<file path="src/rtl/isa_bus_pkg.sv">
// Package: shared state encoding for the bus cycle master.
// Assumes: one transfer in flight at a time.
package isa_bus_pkg;
    typedef enum logic [2:0] {
        ST_IDLE  = 3'd0,  // no transfer
        ST_ADDR  = 3'd1,  // clock 1: address only
        ST_STB1  = 3'd2,  // clock 2: strobe low
        ST_STB2  = 3'd3,  // clock 3: strobe low, ready sampled at end
        ST_WAIT  = 3'd4,  // wait clock: strobe low, ready sampled at end
        ST_END   = 3'd5   // clock 4: strobe released, done
    } cyc_state_t;
endpackage

</file>
<file path="src/rtl/isa_cycle_fsm.sv">
// Module: sequences one bus cycle and counts inserted wait clocks.
// Assumes: start is only raised while the state is idle.
module isa_cycle_fsm
    import isa_bus_pkg::*;
#(
    parameter int MAX_WAIT = 6
) (
    input  logic       clk,
    input  logic       rst_n,
    input  logic       start,
    input  logic       tgt_ready,
    output cyc_state_t state,
    output logic       capture,
    output logic       done,
    output logic       timeout
);
    localparam int WAIT_W = $clog2(MAX_WAIT + 1);

    cyc_state_t        nxt;
    logic [WAIT_W-1:0] wait_cnt;
    logic              tmo_q;

    // Next-state decision from ready and the wait count.
    always_comb begin
        nxt = state;
        unique case (state)
            ST_IDLE: nxt = start ? ST_ADDR : ST_IDLE;
            ST_ADDR: nxt = ST_STB1;
            ST_STB1: nxt = ST_STB2;
            ST_STB2: nxt = tgt_ready ? ST_END : ST_WAIT;
            ST_WAIT: nxt = (tgt_ready || wait_cnt == WAIT_W'(MAX_WAIT)) ? ST_END : ST_WAIT;
            ST_END:  nxt = ST_IDLE;
            default: nxt = ST_IDLE;
        endcase
    end

    // State register.
    always_ff @(posedge clk) begin
        if (!rst_n) state <= ST_IDLE;
        else        state <= nxt;
    end

    // Wait counter: holds the number of wait clocks entered so far.
    always_ff @(posedge clk) begin
        if (!rst_n)                          wait_cnt <= '0;
        else if (state == ST_STB2 && nxt == ST_WAIT) wait_cnt <= WAIT_W'(1);
        else if (state == ST_WAIT && nxt == ST_WAIT) wait_cnt <= wait_cnt + WAIT_W'(1);
        else if (state == ST_IDLE)           wait_cnt <= '0;
    end

    // Timeout flag: set when the cap ends a cycle with ready still low.
    always_ff @(posedge clk) begin
        if (!rst_n)                 tmo_q <= 1'b0;
        else if (nxt == ST_END)     tmo_q <= (state == ST_WAIT) && !tgt_ready;
        else                        tmo_q <= 1'b0;
    end

    assign capture = (state == ST_STB2 || state == ST_WAIT) && nxt == ST_END;
    assign done    = (state == ST_END);
    assign timeout = done && tmo_q;

    assert_wait_cap_R7: assert property (@(posedge clk) disable iff (!rst_n)
        wait_cnt <= WAIT_W'(MAX_WAIT));
    assert_timeout_with_done_R7: assert property (@(posedge clk) disable iff (!rst_n)
        timeout |-> done);
    assert_done_pulse_R9: assert property (@(posedge clk) disable iff (!rst_n)
        done |=> !done);
    assert_ready_ends_R6: assert property (@(posedge clk) disable iff (!rst_n)
        (state == ST_STB2 && tgt_ready) |=> done);
endmodule

</file>
<file path="src/rtl/isa_bus_drive.sv">
// Module: decodes the cycle state into address, strobes and write data.
// Assumes: the request fields are held constant for the whole transfer.
module isa_bus_drive
    import isa_bus_pkg::*;
#(
    parameter int ADDR_W    = 20,
    parameter int IO_ADDR_W = 16,
    parameter int DATA_W    = 8
) (
    input  cyc_state_t        state,
    input  logic              req_write,
    input  logic              req_io,
    input  logic [ADDR_W-1:0] req_addr,
    input  logic [DATA_W-1:0] req_wdata,
    output logic [ADDR_W-1:0] bus_addr,
    output logic              mem_rd_n,
    output logic              mem_wr_n,
    output logic              io_rd_n,
    output logic              io_wr_n,
    output logic [DATA_W-1:0] bus_data_out,
    output logic              bus_data_oe
);
    logic [ADDR_W-1:0] io_addr;
    logic              active;
    logic              stb_on;

    // Narrow I/O address, padded with zeros when the bus is wider.
    generate
        if (ADDR_W > IO_ADDR_W) begin : g_io_pad
            assign io_addr = {{(ADDR_W - IO_ADDR_W){1'b0}}, req_addr[IO_ADDR_W-1:0]};
        end else begin : g_io_full
            assign io_addr = req_addr;
        end
    endgenerate

    assign active = (state != ST_IDLE);
    assign stb_on = (state == ST_STB1) || (state == ST_STB2) || (state == ST_WAIT);

    // Address, strobe and write-data decode.
    always_comb begin
        bus_addr     = active ? (req_io ? io_addr : req_addr) : '0;
        mem_rd_n     = !(stb_on && !req_io && !req_write);
        mem_wr_n     = !(stb_on && !req_io &&  req_write);
        io_rd_n      = !(stb_on &&  req_io && !req_write);
        io_wr_n      = !(stb_on &&  req_io &&  req_write);
        bus_data_oe  = active && req_write;
        bus_data_out = bus_data_oe ? req_wdata : '0;
    end

    assert_one_strobe_R4: assert property (@(state)
        $onehot0({!mem_rd_n, !mem_wr_n, !io_rd_n, !io_wr_n}));
endmodule

</file>
<file path="src/rtl/isa_read_capture.sv">
// Module: latches bus read data at the edge that releases the strobe.
// Assumes: capture is high only in the last strobe clock.
module isa_read_capture #(
    parameter int DATA_W = 8
) (
    input  logic              clk,
    input  logic              rst_n,
    input  logic              capture,
    input  logic              is_read,
    input  logic [DATA_W-1:0] bus_data_in,
    output logic [DATA_W-1:0] rd_data
);
    // Read data register, updated only by completing reads.
    always_ff @(posedge clk) begin
        if (!rst_n)                  rd_data <= '0;
        else if (capture && is_read) rd_data <= bus_data_in;
    end

    assert_capture_hold_R8: assert property (@(posedge clk) disable iff (!rst_n)
        !capture |=> $stable(rd_data));
endmodule

</file>
<file path="src/rtl/isa_cycle_master.sv">
// Module: top of the parallel bus cycle master; latches a request while idle
// and runs one bus transfer with ready-driven wait clocks.
// Assumes: the client holds req_valid until it sees busy.
module isa_cycle_master
    import isa_bus_pkg::*;
#(
    parameter int ADDR_W    = 20,
    parameter int IO_ADDR_W = 16,
    parameter int DATA_W    = 8,
    parameter int MAX_WAIT  = 6
) (
    input  logic              clk,
    input  logic              rst_n,
    input  logic              req_valid,
    input  logic              req_write,
    input  logic              req_io,
    input  logic [ADDR_W-1:0] req_addr,
    input  logic [DATA_W-1:0] req_wdata,
    output logic              busy,
    output logic              done,
    output logic              timeout,
    output logic [DATA_W-1:0] rd_data,
    output logic [ADDR_W-1:0] bus_addr,
    output logic              mem_rd_n,
    output logic              mem_wr_n,
    output logic              io_rd_n,
    output logic              io_wr_n,
    output logic [DATA_W-1:0] bus_data_out,
    output logic              bus_data_oe,
    input  logic [DATA_W-1:0] bus_data_in,
    input  logic              tgt_ready
);
    cyc_state_t        state;
    logic              start;
    logic              capture;
    logic              wr_q;
    logic              io_q;
    logic [ADDR_W-1:0] addr_q;
    logic [DATA_W-1:0] wdata_q;

    assign start = req_valid && (state == ST_IDLE);
    assign busy  = (state != ST_IDLE);

    // Request latch: loaded only on acceptance.
    always_ff @(posedge clk) begin
        if (!rst_n) begin
            wr_q    <= 1'b0;
            io_q    <= 1'b0;
            addr_q  <= '0;
            wdata_q <= '0;
        end else if (start) begin
            wr_q    <= req_write;
            io_q    <= req_io;
            addr_q  <= req_addr;
            wdata_q <= req_wdata;
        end
    end

    isa_cycle_fsm #(.MAX_WAIT(MAX_WAIT)) u_fsm (
        .clk       (clk),
        .rst_n     (rst_n),
        .start     (start),
        .tgt_ready (tgt_ready),
        .state     (state),
        .capture   (capture),
        .done      (done),
        .timeout   (timeout)
    );

    isa_bus_drive #(.ADDR_W(ADDR_W), .IO_ADDR_W(IO_ADDR_W), .DATA_W(DATA_W)) u_drive (
        .state        (state),
        .req_write    (wr_q),
        .req_io       (io_q),
        .req_addr     (addr_q),
        .req_wdata    (wdata_q),
        .bus_addr     (bus_addr),
        .mem_rd_n     (mem_rd_n),
        .mem_wr_n     (mem_wr_n),
        .io_rd_n      (io_rd_n),
        .io_wr_n      (io_wr_n),
        .bus_data_out (bus_data_out),
        .bus_data_oe  (bus_data_oe)
    );

    isa_read_capture #(.DATA_W(DATA_W)) u_cap (
        .clk         (clk),
        .rst_n       (rst_n),
        .capture     (capture),
        .is_read     (!wr_q),
        .bus_data_in (bus_data_in),
        .rd_data     (rd_data)
    );

    assert_addr_stable_R5: assert property (@(posedge clk) disable iff (!rst_n)
        (busy && !done) |=> $stable(bus_addr));
    assert_ignore_busy_R10: assert property (@(posedge clk) disable iff (!rst_n)
        busy |=> $stable(addr_q));
    assert_read_no_drive_R11: assert property (@(posedge clk) disable iff (!rst_n)
        bus_data_oe |-> !mem_rd_n == 1'b0 && !io_rd_n == 1'b0);
    assert_done_ends_busy_R10: assert property (@(posedge clk) disable iff (!rst_n)
        done |=> !busy);
endmodule

</file>
<file path="config.mk">
export PLATFORM = sky130hd
export DESIGN_NAME = isa_cycle_master
export DESIGN_NICKNAME = d
export VERILOG_FILES = /design/src/rtl/isa_bus_pkg.sv /design/src/rtl/isa_cycle_fsm.sv /design/src/rtl/isa_bus_drive.sv /design/src/rtl/isa_read_capture.sv /design/src/rtl/isa_cycle_master.sv
export SDC_FILE = /design/constraint.sdc
export NUM_CORES = 1
export LEC_CHECK = 0
export ABC_AREA = 0
export ABC_CLOCK_PERIOD_IN_PS = 2060
export CORE_MARGIN = 2
export CORE_UTILIZATION = 44
export DETAILED_ROUTE_END_ITERATION = 7
export GPL_ROUTABILITY_DRIVEN = 0
export GPL_TIMING_DRIVEN = 0
export PLACE_DENSITY = 0.89
export SLEW_MARGIN = 20
export SYNTH_ARGS = -nofsm -noshare
export SYNTH_HDL_FRONTEND = slang
export SYNTH_SLANG_ARGS = --single-unit
export TNS_END_PERCENT = 50
</file>
<file path="constraint.sdc">
create_clock -name clk -period 2.06 [get_ports clk]
set_clock_uncertainty 0.05 [all_clocks]
set_input_delay 0.412 -clock clk [delete_from_list [all_inputs] [get_ports clk]]
set_output_delay 0.412 -clock clk [all_outputs]
set_load 0.02 [all_outputs]
</file>
==> Word level (Yosys, flattened, before mapping) <==
Index checks and enable logic that the tools add are counted.
W data, S select, Z words.
{ "word_totals": {"rom_bits": 0, "ramBits": 0, "latch_bits": 0, "word_cells": 60, "output_inout_bits": 44, "mem_count": 0, "register_bits": 45, "inputBits": 42} }
{ "classes": {"n_bitwise": 1, "n_div": 0, "n_mux": 10, "n_reduce_logical": 31, "n_eq_ne": 8, "multipliers": 0, "shift": 0, "addsub": 1, "n_lt_le_gt_ge": 0} }
{ "ops": {"columns": ["operator", "n"], "rows": [
  ["$mux W20", 2],
  ["$eq A3 B3 Y1 const B", 5],
  ["$pmux W3 S5", 1],
  ["$logic_and A1 B1 Y1", 14],
  ["$mux W8", 1],
  ["$logic_not A1 Y1", 7],
  ["$eq A3 B2 Y1 const B", 2],
  ["$mux W3", 2],
  ["$reduce_bool A3 Y1", 2],
  ["$logic_or A1 B1 Y1", 4],
  ["$mux W1", 4],
  ["$add A3 B1 Y3 const B", 1],
  ["$eq A3 B1 Y1 const B", 1],
  ["$logic_not A3 Y1", 1],
  ["$reduce_and A2 Y1", 1],
  ["$reduce_bool A2 Y1", 1],
  ["$reduce_or A2 Y1", 1],
  ["$not A1 Y1", 1]
]} }

==> Longest topological paths before layout <==
{ "logic_depth": {"word_depth": 8, "ltp_mapped": 7, "mapped_depth_nobuf": 6} }

==> Cells and area by module <==
From an unflattened synthesis, not the netlist that was laid out.
{ "hier_totals": {"hier_cells": 260, "hier_area_um2": 2301.0} }
{ "modules_own_cells": {"columns": ["module", "cells_per_inst", "area_per_inst_um2", "seq_area_each_um2", "instances"], "rows": [
  ["isa_cycle_master", 133, 1219.9, 600.6, 1],
  ["isa_cycle_fsm", 46, 420.4, 140.1, 1],
  ["isa_read_capture", 38, 359.1, 160.2, 1],
  ["isa_bus_drive", 43, 301.5, 0.0, 1]
]} }

==> Least setup slack after synthesis <==
Ideal clock, no wire load.
{ "synth_timing": {"path_type": "flip-flop to output port", "startpoint": "register u_fsm.state[0]", "endpoint": "output bus_addr[10]", "path_stages_with_launch": 6, "required_ns": 1.598, "arrival_time_ns": 1.378, "path_buffers": 2, "path_slack_ns": 0.220, "cell_sequence": "dfxtp_1 > buf_2 > nor3_2 > inv_2 > clkbuf_1 > and2_1"} }
{ "synth_between": {"elab_chain_cells": 2} }
{ "synth_rtl": {"columns": ["item", "line_no", "source"], "rows": [
  ["from (decl)", "isa_cycle_fsm.sv:12", "output cyc_state_t state,"],
  ["from (signal assigned)", "isa_cycle_fsm.sv:40", "else state <= nxt;"],
  ["$reduce_bool A3 Y1", null, null],
  ["via busy", "isa_cycle_master.sv:19", "output logic busy,"],
  ["$mux W20", "isa_bus_drive.sv:41", "bus_addr = active ? (req_io ? io_addr : req_addr) : '0;"],
  ["to (decl)", "isa_cycle_master.sv:23", "output logic [ADDR_W-1:0] bus_addr,"]
]} }
The timed path passes the listed nets, and every way through them passes these cells.

==> Worst setup path in the final report <==
{ "layout_timing": {"startpoint": "register u_fsm.state[1]", "endpoint": "output mem_rd_n"} }
{ "layout_between": {"elab_chain_cells": 6, "elab_cells_between_ends": 8, "cone_classes": "eq/ne: 3; reduce/logical: 5"} }
{ "layout_rtl": {"columns": ["item", "line_no", "source"], "rows": [
  ["$eq A3 B2 Y1", "isa_bus_drive.sv:37", "assign stb_on = (state == ST_STB1) || (state == ST_STB2) || (state == ST_WAIT);"],
  ["$logic_or A1 B1 Y1", "isa_bus_drive.sv:37", null],
  ["$logic_or A1 B1 Y1 *", "isa_bus_drive.sv:37", null],
  ["$logic_and A1 B1 Y1 * (2 in a row)", "isa_bus_drive.sv:42", "mem_rd_n = !(stb_on && !req_io && !req_write);"],
  ["$logic_not A1 Y1 *", "isa_bus_drive.sv:42", null],
  ["to (decl)", "isa_cycle_master.sv:24", "output logic mem_rd_n,"]
]} }
Every way passes the cells marked *; elsewhere a longest branch is shown, timed or not.

==> summary.md <==
| Metric | Value |
|---|---|
| Crit path max-delay family | `simple AND/OR/NAND/NOR gates` |
| Initial antenna violation count | `0` |
| Outcome | `complete, but fails checks` |
| Synth Area in Compound Gates | `around a fifth` |
| Vias in the first global route | `2,100` |
| Peak supply drop | `0.000540 V` |
| Die Wd | `~75 µm` |
| Async SR Flop Fraction | `0%` |
| CP Launch Point | `u_fsm.state[1]` |
| Setup TNS | `-0.0297 ns` |
| Synth warnings | `0` |
| Root Driver | `clkbuf_8` |
| TritonCTS Buffers | `5` |
| Worst-path fanout max | `5` |
| Final count of negative-setup-slack endpoints | `1` |
| Reg-to-reg slack, setup | `~0.16 ns` |
| Leakage power | `between 1 and 1.5 nW` |
| Grt ovf | `0` |
| Final nets | `slightly above 400` |
| Routed via count | `2,274` |
| Post-synthesis cell count | `265` |
| Reg-to-Reg End | `u_cap.rd_data[1]` |
| Core area | `about 4800 µm²` |
| # DRC | `0` |
| I/O Pins | `86` |
| First-pass DRT Iterations | `5` |
| Worst path most repeated cell | `buf_6` |
| Cell row count | `25` |
| N_diodes | `0` |
| Power Density | `just under 800 nW/µm²` |
| Hold WC Path Type | `flip-flop to flip-flop` |
| Hold Vio Cnt, Final | `0` |
| Routed Antenna Nets | `0` |
| Predominant post-synthesis flop cell | `dfxtp_1` |
| Reg clk slew, reported paths | `around 0.08 ns` |
| Vias per cell | `5.25` |
| Peak Freq | `approximately 0.48 GHz` |
| Synthesized cell area | `2200 µm²` |
| Max cap viols | `0` |
| Worst slew margin | `about two thirds` |
| Layout cell share with drive strength beyond 1 | `20.2%` |
| CP max stage delay | `roughly 0.41 ns` |
| Ranking of synthesized cells by area | `dfxtp_1 (41%), nand2_1 (12%), a21boi_1 (10%)` |
| Fraction of the mapped netlist area in adder cells | `1.14%` |
| GRT Overall Usage | `around 22%` |
| Sequential area share after synthesis | `between 40% and 50%` |
| Footprint of the multi-input gates | `~1200 µm²` |
| Failing checks | `setup timing` |
| Pwr Total | `~2.5 mW` |
| Post-CTS Hold Fix Bufs | `0` |
| Final core occ | `between 60% and 70%` |
| Fill cells | `~400` |
| Worst r2r src | `u_fsm.state[1]` |
| CP Capture Type | `primary output` |
| Area grow syn2layout | `45.8%` |
| Critical Path Sink | `mem_rd_n` |
| EDFF count, synth | `0` |
| DRT iter0 DRCs | `around 130` |
| Post-route setup slack | `-0.0297 ns` |
| Mux cell area share after synthesis | `0.455%` |
| Yosys top cell area share | `40.9%` |
| Worst-margin pin slew | `0.493 ns` |
| Main combinational cell family by area after synthesis | `simple AND/OR/NAND/NOR gates` |
| Global-route wire length before repair | `~9.6 mm` |
| Crit path cell chain | `buf_6, or3b_4, a211o_1, buf_6` |
| WL per Instance | `between 10 and 15 µm` |
| Post-Synth Simple-Gate Area | `between 30% and 40%` |
| FF+latch area | `around 900 µm²` |
| Total routed wirelength | `around 6.1 mm` |
| Min cycle time layout | `approximately 2.1 ns` |
| FF-to-FF path depth | `7` |
| Startpoint Class | `flip-flop` |
| Netlist cell types | `42` |
| Die area | `5590 µm²` |
| Final Cycle Share | `101%` |
| CTS tree | `built` |
| H-tree lvl count | `2` |
| Fin. max-slew vios | `0` |
| PortBufs | `84` |
| CP max-delay cell | `or3b_4` |
| Synth Register Bits | `45` |
| Largest net degree at the start of global routing | `14` |
| Clk sink count | `45` |
| WP depth | `4` |
| WP data arrival | `1.63 ns` |
| Critical path class | `flip-flop to primary output` |
| Die height | `between 70 and 80 µm` |
| Buf/Inv on CP | `2` |
| Clk Latency, worst-skew pair | `0.30 ns` |
| Syn Area/Cell | `about 8.3 µm²` |
| CTS max path bufs | `2` |
| Starting Density | `a little under half` |
| Xor/xnor cell area share of the yosys netlist | `less than 1%` |
| Yosys top cell by area | `dfxtp_1` |
| Final HPWL DP | `about 4.2 mm` |
| Worst path required time | `about 1.6 ns` |
| RSZ-0062 raised after global routing | `true` |
| Mapped Nets | `309` |
-- registers in the layout (all words and copies together) (netlist names) --
name,flops
u_fsm.tmo_q,1
u_fsm.wait_cnt,3
addr_q,20
u_cap.rd_data,8
u_fsm.state,3
io_q,1
wr_q,1
wdata_q,8
-- through the flow --
stage	cell area [µm²]	hold slack [ns]	std cells	setup WS, ns
floorplan	2200	0.380	265	0.220
global placement	3130	0.386	416	-0.387
detailed placement	3130	0.390	416	-0.387
CTS	3140	0.402	427	-0.0468
global route	3210	0.416	433	-0.0881
finish	3210	0.399	433	-0.0297
-- cell type report --
cell class	count	area share (%)
multi-input combinational	195	37.4
inverter	3	0.351
sequential	45	28.1
clock inverter	2	1.09
tap	67	2.61
buffer	22	4.05
timing repair buffer	94	24.2
clock buffer	5	2.14
-- report_power, final --
part | total [mW] | leakage (nW) | internal (mW) | switching (mW)
registers | 1.01 | 0.368 | 0.959 | 0.0475
logic | 0.836 | 0.936 | 0.388 | 0.448
clock network | 0.638 | 0.0540 | 0.353 | 0.286
total | 2.48 | 1.36 | 1.70 | 0.781
-- cell usage after synthesis (3+ instances only) --
| master | number |
|---|---|
| clkbuf_1 | 12 |
| and2_1 | 23 |
| nand3_1 | 3 |
| a21boi_1 | 30 |
| nor2b_1 | 3 |
| o211ai_1 | 7 |
| nand2_1 | 72 |
| dfxtp_1 | 45 |
| and3_1 | 9 |
| or3_1 | 8 |
| o2111ai_1 | 9 |
| buf_2 | 9 |
-- layer usage --
metal | vias to the layer above | GRT usage, % | part of all wire [%]
li1 | 1108 | - | -
met1 | 1062 | 27.1 | 41
met2 | 91 | 38.3 | 49
met3 | 13 | 5.09 | 7.7
met4 | 0 | 8.73 | 2.2
met5 | - | 0 | 0
-- worst min-delay path, cell delays in order (launching register included) --
cell and delay, ns:
dfxtp_1 0.31, nand2_1 0.05, a21boi_1 0.05
-- logic make-up after synthesis --
| family | after synthesis |
|---|---|
| adder cells (fa/ha/maj) | 2 |
| AND/OR/NAND/NOR | 133 |
| XOR/XNOR | 1 |
| flip-flops | 45 |
| multiplexers | 1 |
| buffers and inverters | 25 |
| AO/OA/AOI/OAI | 58 |
-- how the worst min path moves through the flow --
| stage | endpoint | slack [ns] | from | depth (start not counted) |
|---|---|---|---|---|
| 4_1_cts | addr_q[4] | 0.40 | addr_q[4] | 2 |
| 5_1_grt | addr_q[16] | 0.42 | addr_q[16] | 2 |
| 3_3_place_gp | addr_q[12] | 0.39 | addr_q[12] | 2 |
| 3_5_place_dp | addr_q[4] | 0.39 | addr_q[4] | 2 |
| 2_1_floorplan | addr_q[0] | 0.38 | addr_q[0] | 2 |
| 6_report | wdata_q[1] | 0.40 | wdata_q[1] | 2 |
-- cells in the final DEF (no fill, tap or decap), types with 2 or more instances in the layout --
| master | netlist | routed |
|---|---|---|
| nand2_1 | 72 | 71 |
| clkdlybuf4s50_1 | 0 | 48 |
| dfxtp_1 | 45 | 43 |
| buf_2 | 9 | 36 |
| a21boi_1 | 30 | 30 |
| and2_1 | 23 | 23 |
| buf_6 | 1 | 10 |
| and3_1 | 9 | 9 |
| clkbuf_1 | 12 | 9 |
| o2111ai_1 | 9 | 9 |
| buf_4 | 0 | 9 |
| or3_1 | 8 | 8 |
| o211ai_1 | 7 | 7 |
| clkbuf_8 | 0 | 5 |
| nand3_1 | 3 | 3 |
| nor2b_1 | 3 | 3 |
| inv_1 | 2 | 2 |
| nand3b_1 | 2 | 2 |
| nor3b_1 | 2 | 2 |
| ha_1 | 2 | 2 |
| clkdlybuf4s15_1 | 0 | 2 |
| dfxtp_2 | 0 | 2 |
-- what timing repair did --
item	CTS	global route
setup endpoints to repair	36	32
gates resized for setup	141	24
buffers inserted	4	5
pin swaps	1	2
hold endpoints to repair	0	0
gates cloned	0	1
(Power assumes the default switching activity.)
